--- src/rtl/intc_pkg.sv ---
package intc_pkg;
  localparam int unsigned NLINES = 16;
  typedef logic [NLINES-1:0] line_vec_t;
  localparam line_vec_t LINE_MASK = 16'hFFFE;

  // word indices (byte offset >> 2)
  localparam logic [5:0] W_LEVEL  = 6'h00;
  localparam logic [5:0] W_PEND   = 6'h01;
  localparam logic [5:0] W_FALIAS = 6'h02;
  localparam logic [5:0] W_CLEAR  = 6'h03;
  localparam logic [5:0] W_STATUS = 6'h04;
  localparam logic [5:0] W_BCAST  = 6'h05;

  localparam logic [1:0] SEG_GLOBAL = 2'b00;
  localparam logic [1:0] SEG_MASK   = 2'b01;
  localparam logic [1:0] SEG_FORCE  = 2'b10;
  localparam logic [1:0] SEG_EXT    = 2'b11;

  localparam int unsigned EXT_W = 4;

  function automatic logic [3:0] top_index(input line_vec_t v);
    logic [3:0] r;
    r = 4'd0;
    for (int i = 0; i < NLINES; i++) begin
      if (v[i]) r = 4'(i);
    end
    return r;
  endfunction
endpackage

--- src/rtl/intc_force_bank.sv ---
module intc_force_bank
  import intc_pkg::*;
(
  input  logic      clk_i,
  input  logic      rst_ni,
  input  logic      bank_we_i,
  input  line_vec_t set_i,
  input  line_vec_t clr_i,
  input  logic      alias_we_i,
  input  line_vec_t alias_val_i,
  input  line_vec_t drop_i,
  input  line_vec_t bcast_set_i,
  output line_vec_t force_o
);
  line_vec_t force_q, force_d;

  always_comb begin
    force_d = force_q;
    if (bank_we_i)  force_d = (force_d | set_i) & ~clr_i;
    if (alias_we_i) force_d = alias_val_i;
    force_d = force_d & ~drop_i;
    force_d = (force_d | bcast_set_i) & LINE_MASK;
  end

  always_ff @(posedge clk_i or negedge rst_ni) begin
    if (!rst_ni) force_q <= '0;
    else         force_q <= force_d;
  end

  assign force_o = force_q;

  // clear half beats set half unless a broadcast event re-sets the bit
  assert_clear_wins_R6: assert property (@(posedge clk_i) disable iff (!rst_ni)
    (bank_we_i && ((clr_i & ~bcast_set_i) != '0))
      |=> ((force_q & $past(clr_i & ~bcast_set_i)) == '0));
endmodule

--- src/rtl/intc_regfile.sv ---
module intc_regfile
  import intc_pkg::*;
#(
  parameter int unsigned NUM_CPU = 4
) (
  input  logic        clk_i,
  input  logic        rst_ni,
  input  logic        wr_en_i,
  input  logic [7:2]  addr_i,
  input  logic [31:0] wdata_i,
  input  line_vec_t   irq_i,
  input  logic        ack_en_i,
  input  logic [3:0]  ack_id_i,
  output logic [31:0] rdata_o,
  output line_vec_t   pending_o,
  output line_vec_t   force0_o,
  output line_vec_t   mask0_o,
  output line_vec_t   level_o
);
  localparam int unsigned IDX_W = 4;

  logic [1:0]       seg;
  logic [IDX_W-1:0] idx;
  assign seg = addr_i[7:6];
  assign idx = addr_i[5:2];

  logic wr_level, wr_falias, wr_clear, wr_bcast;
  assign wr_level  = wr_en_i && (addr_i == W_LEVEL);
  assign wr_falias = wr_en_i && (addr_i == W_FALIAS);
  assign wr_clear  = wr_en_i && (addr_i == W_CLEAR);
  assign wr_bcast  = wr_en_i && (addr_i == W_BCAST);

  line_vec_t wvec, wclr;
  assign wvec = wdata_i[15:0]  & LINE_MASK;
  assign wclr = wdata_i[31:16] & LINE_MASK;

  line_vec_t level_q, pending_q, bcast_q;
  line_vec_t mask_q  [NUM_CPU];
  logic [EXT_W-1:0] ext_q [NUM_CPU];
  line_vec_t force_q [NUM_CPU];

  line_vec_t irq_set, bcast_hit, pend_hit, drop;
  assign irq_set   = irq_i & LINE_MASK;
  assign bcast_hit = irq_set & bcast_q;
  assign pend_hit  = irq_set & ~bcast_q;
  assign drop = ((wr_clear ? wvec : '0) |
                 (ack_en_i ? (line_vec_t'(1) << ack_id_i) : '0)) & LINE_MASK;

  always_ff @(posedge clk_i or negedge rst_ni) begin
    if (!rst_ni) begin
      level_q   <= '0;
      pending_q <= '0;
      bcast_q   <= '0;
    end else begin
      if (wr_level) level_q <= wvec;
      if (wr_bcast) bcast_q <= wvec;
      // set after clear: a same-cycle source event survives
      pending_q <= (pending_q & ~drop) | pend_hit;
    end
  end

  for (genvar c = 0; c < NUM_CPU; c++) begin : g_bank
    logic wr_mask, wr_force, wr_ext;
    assign wr_mask  = wr_en_i && (seg == SEG_MASK)  && (idx == IDX_W'(c));
    assign wr_force = wr_en_i && (seg == SEG_FORCE) && (idx == IDX_W'(c));
    assign wr_ext   = wr_en_i && (seg == SEG_EXT)   && (idx == IDX_W'(c));

    always_ff @(posedge clk_i or negedge rst_ni) begin
      if (!rst_ni) begin
        mask_q[c] <= '0;
        ext_q[c]  <= '0;
      end else begin
        if (wr_mask) mask_q[c] <= wvec;
        if (wr_ext)  ext_q[c]  <= wdata_i[EXT_W-1:0];
      end
    end

    if (c == 0) begin : g_primary
      intc_force_bank u_force (
        .clk_i       (clk_i),
        .rst_ni      (rst_ni),
        .bank_we_i   (wr_force),
        .set_i       (wvec),
        .clr_i       (wclr),
        .alias_we_i  (wr_falias),
        .alias_val_i (wvec),
        .drop_i      (drop),
        .bcast_set_i (bcast_hit),
        .force_o     (force_q[c])
      );
    end else begin : g_storage
      intc_force_bank u_force (
        .clk_i       (clk_i),
        .rst_ni      (rst_ni),
        .bank_we_i   (wr_force),
        .set_i       (wvec),
        .clr_i       (wclr),
        .alias_we_i  (1'b0),
        .alias_val_i ('0),
        .drop_i      ('0),
        .bcast_set_i (bcast_hit),
        .force_o     (force_q[c])
      );
    end
  end

  always_comb begin
    rdata_o = '0;
    case (seg)
      SEG_GLOBAL: begin
        case (addr_i)
          W_LEVEL:  rdata_o = {16'h0, level_q};
          W_PEND:   rdata_o = {16'h0, pending_q};
          W_FALIAS: rdata_o = {16'h0, force_q[0]};
          W_BCAST:  rdata_o = {16'h0, bcast_q};
          default:  rdata_o = '0;
        endcase
      end
      SEG_MASK: begin
        for (int c = 0; c < NUM_CPU; c++)
          if (idx == IDX_W'(c)) rdata_o = {16'h0, mask_q[c]};
      end
      SEG_FORCE: begin
        for (int c = 0; c < NUM_CPU; c++)
          if (idx == IDX_W'(c)) rdata_o = {16'h0, force_q[c]};
      end
      default: begin
        for (int c = 0; c < NUM_CPU; c++)
          if (idx == IDX_W'(c)) rdata_o = {{(32-EXT_W){1'b0}}, ext_q[c]};
      end
    endcase
  end

  assign pending_o = pending_q;
  assign force0_o  = force_q[0];
  assign mask0_o   = mask_q[0];
  assign level_o   = level_q;

  assert_pend_ro_R9: assert property (@(posedge clk_i) disable iff (!rst_ni)
    (wr_en_i && (addr_i == W_PEND) && !ack_en_i && (irq_set == '0))
      |=> $stable(pending_q));

  assert_ack_clears_R11: assert property (@(posedge clk_i) disable iff (!rst_ni)
    (ack_en_i && !irq_set[ack_id_i])
      |=> (((pending_q >> $past(ack_id_i)) & 16'h1) == 16'h0));

  assert_bcast_fanout_R10: assert property (@(posedge clk_i) disable iff (!rst_ni)
    (bcast_hit != '0) |=> ((force_q[0] & $past(bcast_hit)) == $past(bcast_hit)));

  assert_set_beats_drop_R12: assert property (@(posedge clk_i) disable iff (!rst_ni)
    ((pend_hit & drop) != '0) |=> ((pending_q & $past(pend_hit)) == $past(pend_hit)));
endmodule

--- src/rtl/intc_arbiter.sv ---
module intc_arbiter
  import intc_pkg::*;
(
  input  logic       clk_i,
  input  logic       rst_ni,
  input  line_vec_t  pending_i,
  input  line_vec_t  force0_i,
  input  line_vec_t  mask0_i,
  input  line_vec_t  level_i,
  output logic [3:0] irl_o
);
  line_vec_t active, cand_hi, cand_lo, winner;
  logic [3:0] irl_q;

  assign active  = (pending_i | force0_i) & mask0_i & LINE_MASK;
  assign cand_hi = active & level_i;
  assign cand_lo = active & ~level_i;
  assign winner  = (cand_hi != '0) ? cand_hi : cand_lo;

  always_ff @(posedge clk_i or negedge rst_ni) begin
    if (!rst_ni) irl_q <= '0;
    else         irl_q <= top_index(winner);
  end

  assign irl_o = irl_q;

  assert_hi_class_first_R5: assert property (@(posedge clk_i) disable iff (!rst_ni)
    (cand_hi != '0) |=> (((($past(level_i) & $past(active)) >> irl_o) & 16'h1) == 16'h1));

  assert_idle_zero_R4: assert property (@(posedge clk_i) disable iff (!rst_ni)
    (active == '0) |=> (irl_o == 4'd0));
endmodule

--- src/rtl/prio_intc.sv ---
module prio_intc
  import intc_pkg::*;
#(
  parameter int unsigned NUM_CPU = 4
) (
  input  logic        clk_i,
  input  logic        rst_ni,
  input  logic        wr_en_i,
  input  logic [7:2]  addr_i,
  input  logic [31:0] wdata_i,
  output logic [31:0] rdata_o,
  input  logic [15:0] irq_i,
  input  logic        ack_en_i,
  input  logic [3:0]  ack_id_i,
  output logic [3:0]  irl_o
);
  line_vec_t pending, force0, mask0, level;

  intc_regfile #(.NUM_CPU(NUM_CPU)) u_regs (
    .clk_i     (clk_i),
    .rst_ni    (rst_ni),
    .wr_en_i   (wr_en_i),
    .addr_i    (addr_i),
    .wdata_i   (wdata_i),
    .irq_i     (irq_i),
    .ack_en_i  (ack_en_i),
    .ack_id_i  (ack_id_i),
    .rdata_o   (rdata_o),
    .pending_o (pending),
    .force0_o  (force0),
    .mask0_o   (mask0),
    .level_o   (level)
  );

  intc_arbiter u_arb (
    .clk_i     (clk_i),
    .rst_ni    (rst_ni),
    .pending_i (pending),
    .force0_i  (force0),
    .mask0_i   (mask0),
    .level_i   (level),
    .irl_o     (irl_o)
  );
endmodule

--- config.mk ---
export PLATFORM = sky130hd
export DESIGN_NAME = prio_intc
export DESIGN_NICKNAME = d
export VERILOG_FILES = /design/src/rtl/intc_pkg.sv /design/src/rtl/intc_force_bank.sv /design/src/rtl/intc_regfile.sv /design/src/rtl/intc_arbiter.sv /design/src/rtl/prio_intc.sv
export SDC_FILE = /design/constraint.sdc
export NUM_CORES = 1
export LEC_CHECK = 0
export ABC_AREA = 1
export BUFFER_PORTS_ARGS = -buffer_cell sky130_fd_sc_hd__buf_4
export CAP_MARGIN = 15
export CELL_PAD_IN_SITES_DETAIL_PLACEMENT = 1
export CELL_PAD_IN_SITES_GLOBAL_PLACEMENT = 2
export CORE_ASPECT_RATIO = 0.9
export CORE_MARGIN = 8
export CORE_UTILIZATION = 32
export DETAILED_ROUTE_END_ITERATION = 8
export PLACE_DENSITY = 0.74
export SETUP_SLACK_MARGIN = 0.02
export SLEW_MARGIN = 20
export SYNTH_ARGS = -nofsm -noshare
export SYNTH_HDL_FRONTEND = slang
export SYNTH_SLANG_ARGS = --single-unit
--- constraint.sdc ---
create_clock -name clk_i -period 1.8 [get_ports clk_i]
set_input_delay 0.27 -clock clk_i [delete_from_list [all_inputs] [get_ports clk_i]]
set_output_delay 0.27 -clock clk_i [all_outputs]
set_load 0.005 [all_outputs]
**After elaboration in Yosys (flattened, before gate mapping)**

Index checks and enable logic that the tools add are counted.

- Shift operators: 1
- Equal/unequal tests: 10
- Bitwise operators: 26
- Reduce and logical (&&, ||, !) cells: 23
- Multiplexer cells: 37

Operators with widths:

| operator | number |
|---|---|
| 2-to-1 mux 16 bit | 16 |
| AND 16 bit | 11 |
| bitwise OR 16 bit | 11 |
| one-hot mux 32 bit (3 select lines) | 1 |
| 2-to-1 mux 4 bit | 18 |
| inverter 16 bit | 4 |
| one-hot mux 16 bit (4 select lines) | 1 |
| logical AND 1 bit | 19 |
| nonzero test 16 bit | 1 |
| left shift 1 x 4 -> 16 bit (first input constant) | 1 |
| equality test 6 x 2 -> 1 bit (second input constant) | 2 |
| equality test 4 x 2 -> 1 bit (second input constant) | 2 |
| equality test 6 x 1 -> 1 bit (second input constant) | 1 |
| equality test 6 x 3 -> 1 bit (second input constant) | 1 |
| logical NOT 6 bit | 1 |
| equality test 2 bit (second input constant) | 2 |
| equality test 4 x 1 -> 1 bit (second input constant) | 1 |
| logical NOT 4 bit | 1 |
| equality test 2 x 1 -> 1 bit (second input constant) | 1 |
| logical NOT 2 bit | 1 |
| 2-to-1 mux 1 bit | 1 |

- Bits of input ports: 62
- Register bits after elaboration: 186

**Logic depth before layout (Yosys ltp)**

- Depth in word-level cells: 20
- Mapped depth: 23
- Depth with buffers taken out: 23

**Cells and area by module**

Synthesis repeated with hierarchy kept, for this count alone.

- Cells, all modules: 1906
- Area total of the unflattened synthesis: 11915.2 um2

By module, submodules not included:

| module | area each (um2) | sequential area each (um2) | instances | cells each |
|---|---|---|---|---|
| intc_regfile | 6924.1 | 3027.9 | 1 | 989 |
| intc_force_bank | 1054.8 | 375.4 | 4 | 189 |
| intc_arbiter | 772.0 | 100.1 | 1 | 161 |

**Least setup slack after synthesis**

OpenSTA, ideal clock, no wires.

- Kind: input -> output
- Start point: in addr_i[5] (netlist bit)
- End point: out rdata_o[10]
- Data required time: 1530 ps
- Stages on the path: 10
- Arrival: 1494 ps
- Setup slack: 36 ps
- Cell sequence: nor2_1 > inv_2 > nor2_4 > inv_2 > nor2_8 > inv_2 > nor2_2 > buf_2 > a221oi_1 > o221ai_1

- Cells in the longest elaborated chain, start to end: 6

Ends and longest elaborated chain:

| what | line | RTL |
|---|---|---|
| start: declaration | prio_intc.sv:9 | `input logic [7:2] addr_i,` |
| logical NOT 4 bit | intc_regfile.sv:121, intc_regfile.sv:125 |  |
| 2-to-1 mux 16 bit, on equally long branches (4 in series) | intc_regfile.sv:125, intc_regfile.sv:121 |  |
| one-hot mux 32 bit (3 select lines) * | intc_regfile.sv:109 | `case (seg)` |
| end: declaration | prio_intc.sv:11 | `output logic [31:0] rdata_o,` |

Mark *: on every way between the ends. The rest lies on a longest branch, timed or not.

**Worst setup path in the final report**

- Start point: in addr_i[4] (netlist bit)
- End point: out rdata_o[13]

Same word-level chain as after synthesis.

==> metrics.yaml <==
status: "finished, violations left"
violations: "setup timing"
htreeDepth: 4
synth_area_per_cell_um2: 8.19
seq_area_frac_synth_pct: 47.9
drt_iter0_drc: 690
root_buffer: "clkbuf_16"
antenna_found_initial: 0
ir_drop_mv: 0.695
post_layout_nonfiller_instances: 1822
core_mm2: 0.0298
yosysWarnings: 0
path_max_fanout: 7
cts_made_buffers: 17
p_leak_nw: 6.12
clock_path_buffers: 2
ant_nets: 0
hold_start: "irq_i[8]"
gp_congestion: 0.874
timing.final.hold_violations: 0
wl_met2_um: 17300
ios: 98
finalClockSkew_ns: 0.0192
drt_wl_total_um: 39900
port_buffers: 79
viasPerCell: 5.30
cts_tree: "built"
first_global_vias: 10200
rsz0062_at_grt: "yes"
die_h_um: 181
syn_inst: 1179
syn_area_mm2: 0.00966
end_kind: "output port"
grt_pass1_wl_um: 62300
antennaDiodeCount: 0
areaGrowthSynthToFinish_pct: 38.6
drc_errors: 0
dp.cells: 1758
min_period_ns: 2.22
drive_gt1_share_pct: 32.0
max-cap-violations: 0
overflow: 0
drt-met1-wl_um: 20100
holdCritPathClass: "input port to flip-flop"
synth_seq_cells: 185
grt_max_degree: 43
cts.sinks: 185
insertion_delay_ns: 0.45
dieArea_mm2: 0.0360
p_per_area_mw_per_mm2: 910
crit_arrival_ns: 1.95
top_layer: "met4"
first_pass_iters: 5
vias: 9660
final_nets: 1468
synth_top_area_share_pct: 47.9
fin_ws_ns: -0.421
critPathKind: "input port to output port"
maxSlewViolCount: 0
cp.required_ns: 1.53
final-setup-viol-count: 19
place_hpwl_um: 29900
final_core_util_pct: 44.9
path_clk_slew_ns: 0.09
wl_per_cell_um: 21.9
route.met3.wl_um: 1930
start_kind: "input port"
floorplan.initialDensity_pct: 32.4
max_freq_ghz: 0.450
r2r-start: "u_regs.g_bank[0].g_primary.u_force.force_o[10]"
synthTopCellsByArea: "dfrtp_1, nand2_1, o211ai_1"
grt_util_all_layers_pct: 22.3
fin_crit_sh_pct: 123
yosys.area.top_type: "dfrtp_1"
synth_cell_types: 36
rows: 60
die_w_um: 199
crit_start: "addr_i[4]"
## layout by cell type (no fill, tap or decap), types with 3 or more instances in the layout
cell type / instances
o21ai_0: 117
a221oi_2: 8
a21oi_4: 3
buf_8: 3
nand2_1: 204
clkinv_4: 3
inv_4: 5
a211oi_1: 8
buf_4: 215
nor2_4: 7
nor2_2: 10
nand3_1: 30
nor2_1: 21
o221ai_1: 4
nand2_2: 20
a21oi_1: 40
o22ai_1: 45
nor3_1: 7
inv_8: 4
o21ai_1: 38
o221ai_2: 10
inv_1: 125
o21ai_2: 9
dfrtp_1: 185
a221oi_1: 8
o22ai_4: 6
nand3_2: 7
buf_12: 21
inv_6: 4
buf_6: 20
inv_2: 47
conb_1: 16
o22ai_2: 16
o31ai_1: 14
clkbuf_16: 17
o211ai_1: 92
## worst paths after layout
path,cells past startpoint,to,slack [ns]
min,3,u_regs.pending_o[8],0.08
max reg2reg,23,u_arb.irl_o[0],-0.34
min reg2reg,2,u_regs.mask_q[27],0.48
min in group asynchronous,2,u_regs.ext_q[4],0.30
max,12,rdata_o[13],-0.42
max in group asynchronous,3,u_regs.g_bank[3].g_storage.u_force.force_o[7],0.88
## cell type report
cell class | instances | area, um2
multi-input cells | 762 | 4610
repair buffers | 261 | 2330
fillers | 3543 | 16400
repair inverters | 1 | 6.26
flip-flops and latches | 185 | 4630
clock inverters | 15 | 183
well taps | 403 | 504
inverters | 178 | 691
clock buffers | 17 | 425
## metrics by stage
stage	worst slack (ns)	TNS (ns)	area [um2]	power, mW	hold slack (ns)
final	-0.421	-5.74	13400	12.2	0.0782
after global routing	-0.537	-7.36	13400	12.8	0.0763
after CTS	-0.348	-4.10	13200	12.1	0.0619
after detailed placement	-0.693	-22.93	11800	7.87	0.224
after global placement	-0.659	-20.30	11800	7.80	0.223
after floorplan	0.0362	0	9710	6.48	-0.0256
## worst max-delay path, cell delays in order
cell and delay, ns:
buf_6 0.10, nor2_4 0.11, inv_2 0.07, nor3_4 0.18
clkinv_4 0.16, buf_12 0.17, buf_4 0.18, o22ai_1 0.12
o22ai_1 0.12, o221ai_1 0.21, buf_4 0.16, buf_6 0.09
## cells in the mapped netlist
cell type,instances
inv_2,48
nand2_2,2
nor2_2,5
o21bai_1,1
nor4_1,3
buf_4,17
a31oi_1,2
o21ai_0,128
nor3_1,8
and2_1,1
a211oi_1,8
inv_1,130
a21oi_1,44
nand2_1,224
o22ai_1,67
o2111ai_1,3
conb_1,1
a21oi_2,1
o221ai_1,14
o21ai_2,1
nor2_4,4
nor2_1,29
a32oi_1,1
nor3_4,1
nor2_8,1
buf_6,2
o31ai_1,14
buf_2,15
clkbuf_1,35
a22o_1,1
nand4_1,2
nand3_1,37
o21ai_1,36
o211ai_1,92
dfrtp_1,185
a221oi_1,16
## registers in the layout, summed over array words and instances, names as in the netlist
name / count
u_regs.g_bank.g_primary.u_force.force_o: 15
u_regs.pending_o: 15
u_regs.mask0_o: 15
u_regs.ext_q: 16
u_arb.irl_o: 4
u_regs.g_bank.g_storage.u_force.force_o: 45
u_regs.level_o: 15
u_regs.mask_q: 45
u_regs.bcast_q: 15
## cell families after synthesis
family / share of synthesized area [%]
compound gates: 27.5
simple gates: 13.9
buf+inv: 10.6
flops: 47.9
other cells: 0.0388
## repair_timing
| item | 4_1_cts | 5_1_grt |
|---|---|---|
| gates cloned | 1 | 0 |
| endpoints found under the setup margin | 20 | 20 |
| buffers inserted | 26 | 5 |
| resized for setup | 126 | 35 |
| endpoints found under the hold margin | 31 | 0 |
| pin swaps | 33 | 17 |
| hold buffers | 1 | 0 |
## report_power, final
part / leakage, nW / switching (mW) / internal, mW
logic: 3.69 / 1.63 / 1.25
registers: 2.14 / 0.509 / 4.81
clock network: 0.293 / 1.87 / 2.11
## layer usage
metal / vias to the layer above / global-route usage, %
li1: 4526 / -
met1: 4852 / 34.1
met2: 242 / 32.2
met3: 40 / 3.34
met4: 0 / 5.63
met5: - / 0
No activity file was read; power rests on OpenSTA's default activity.
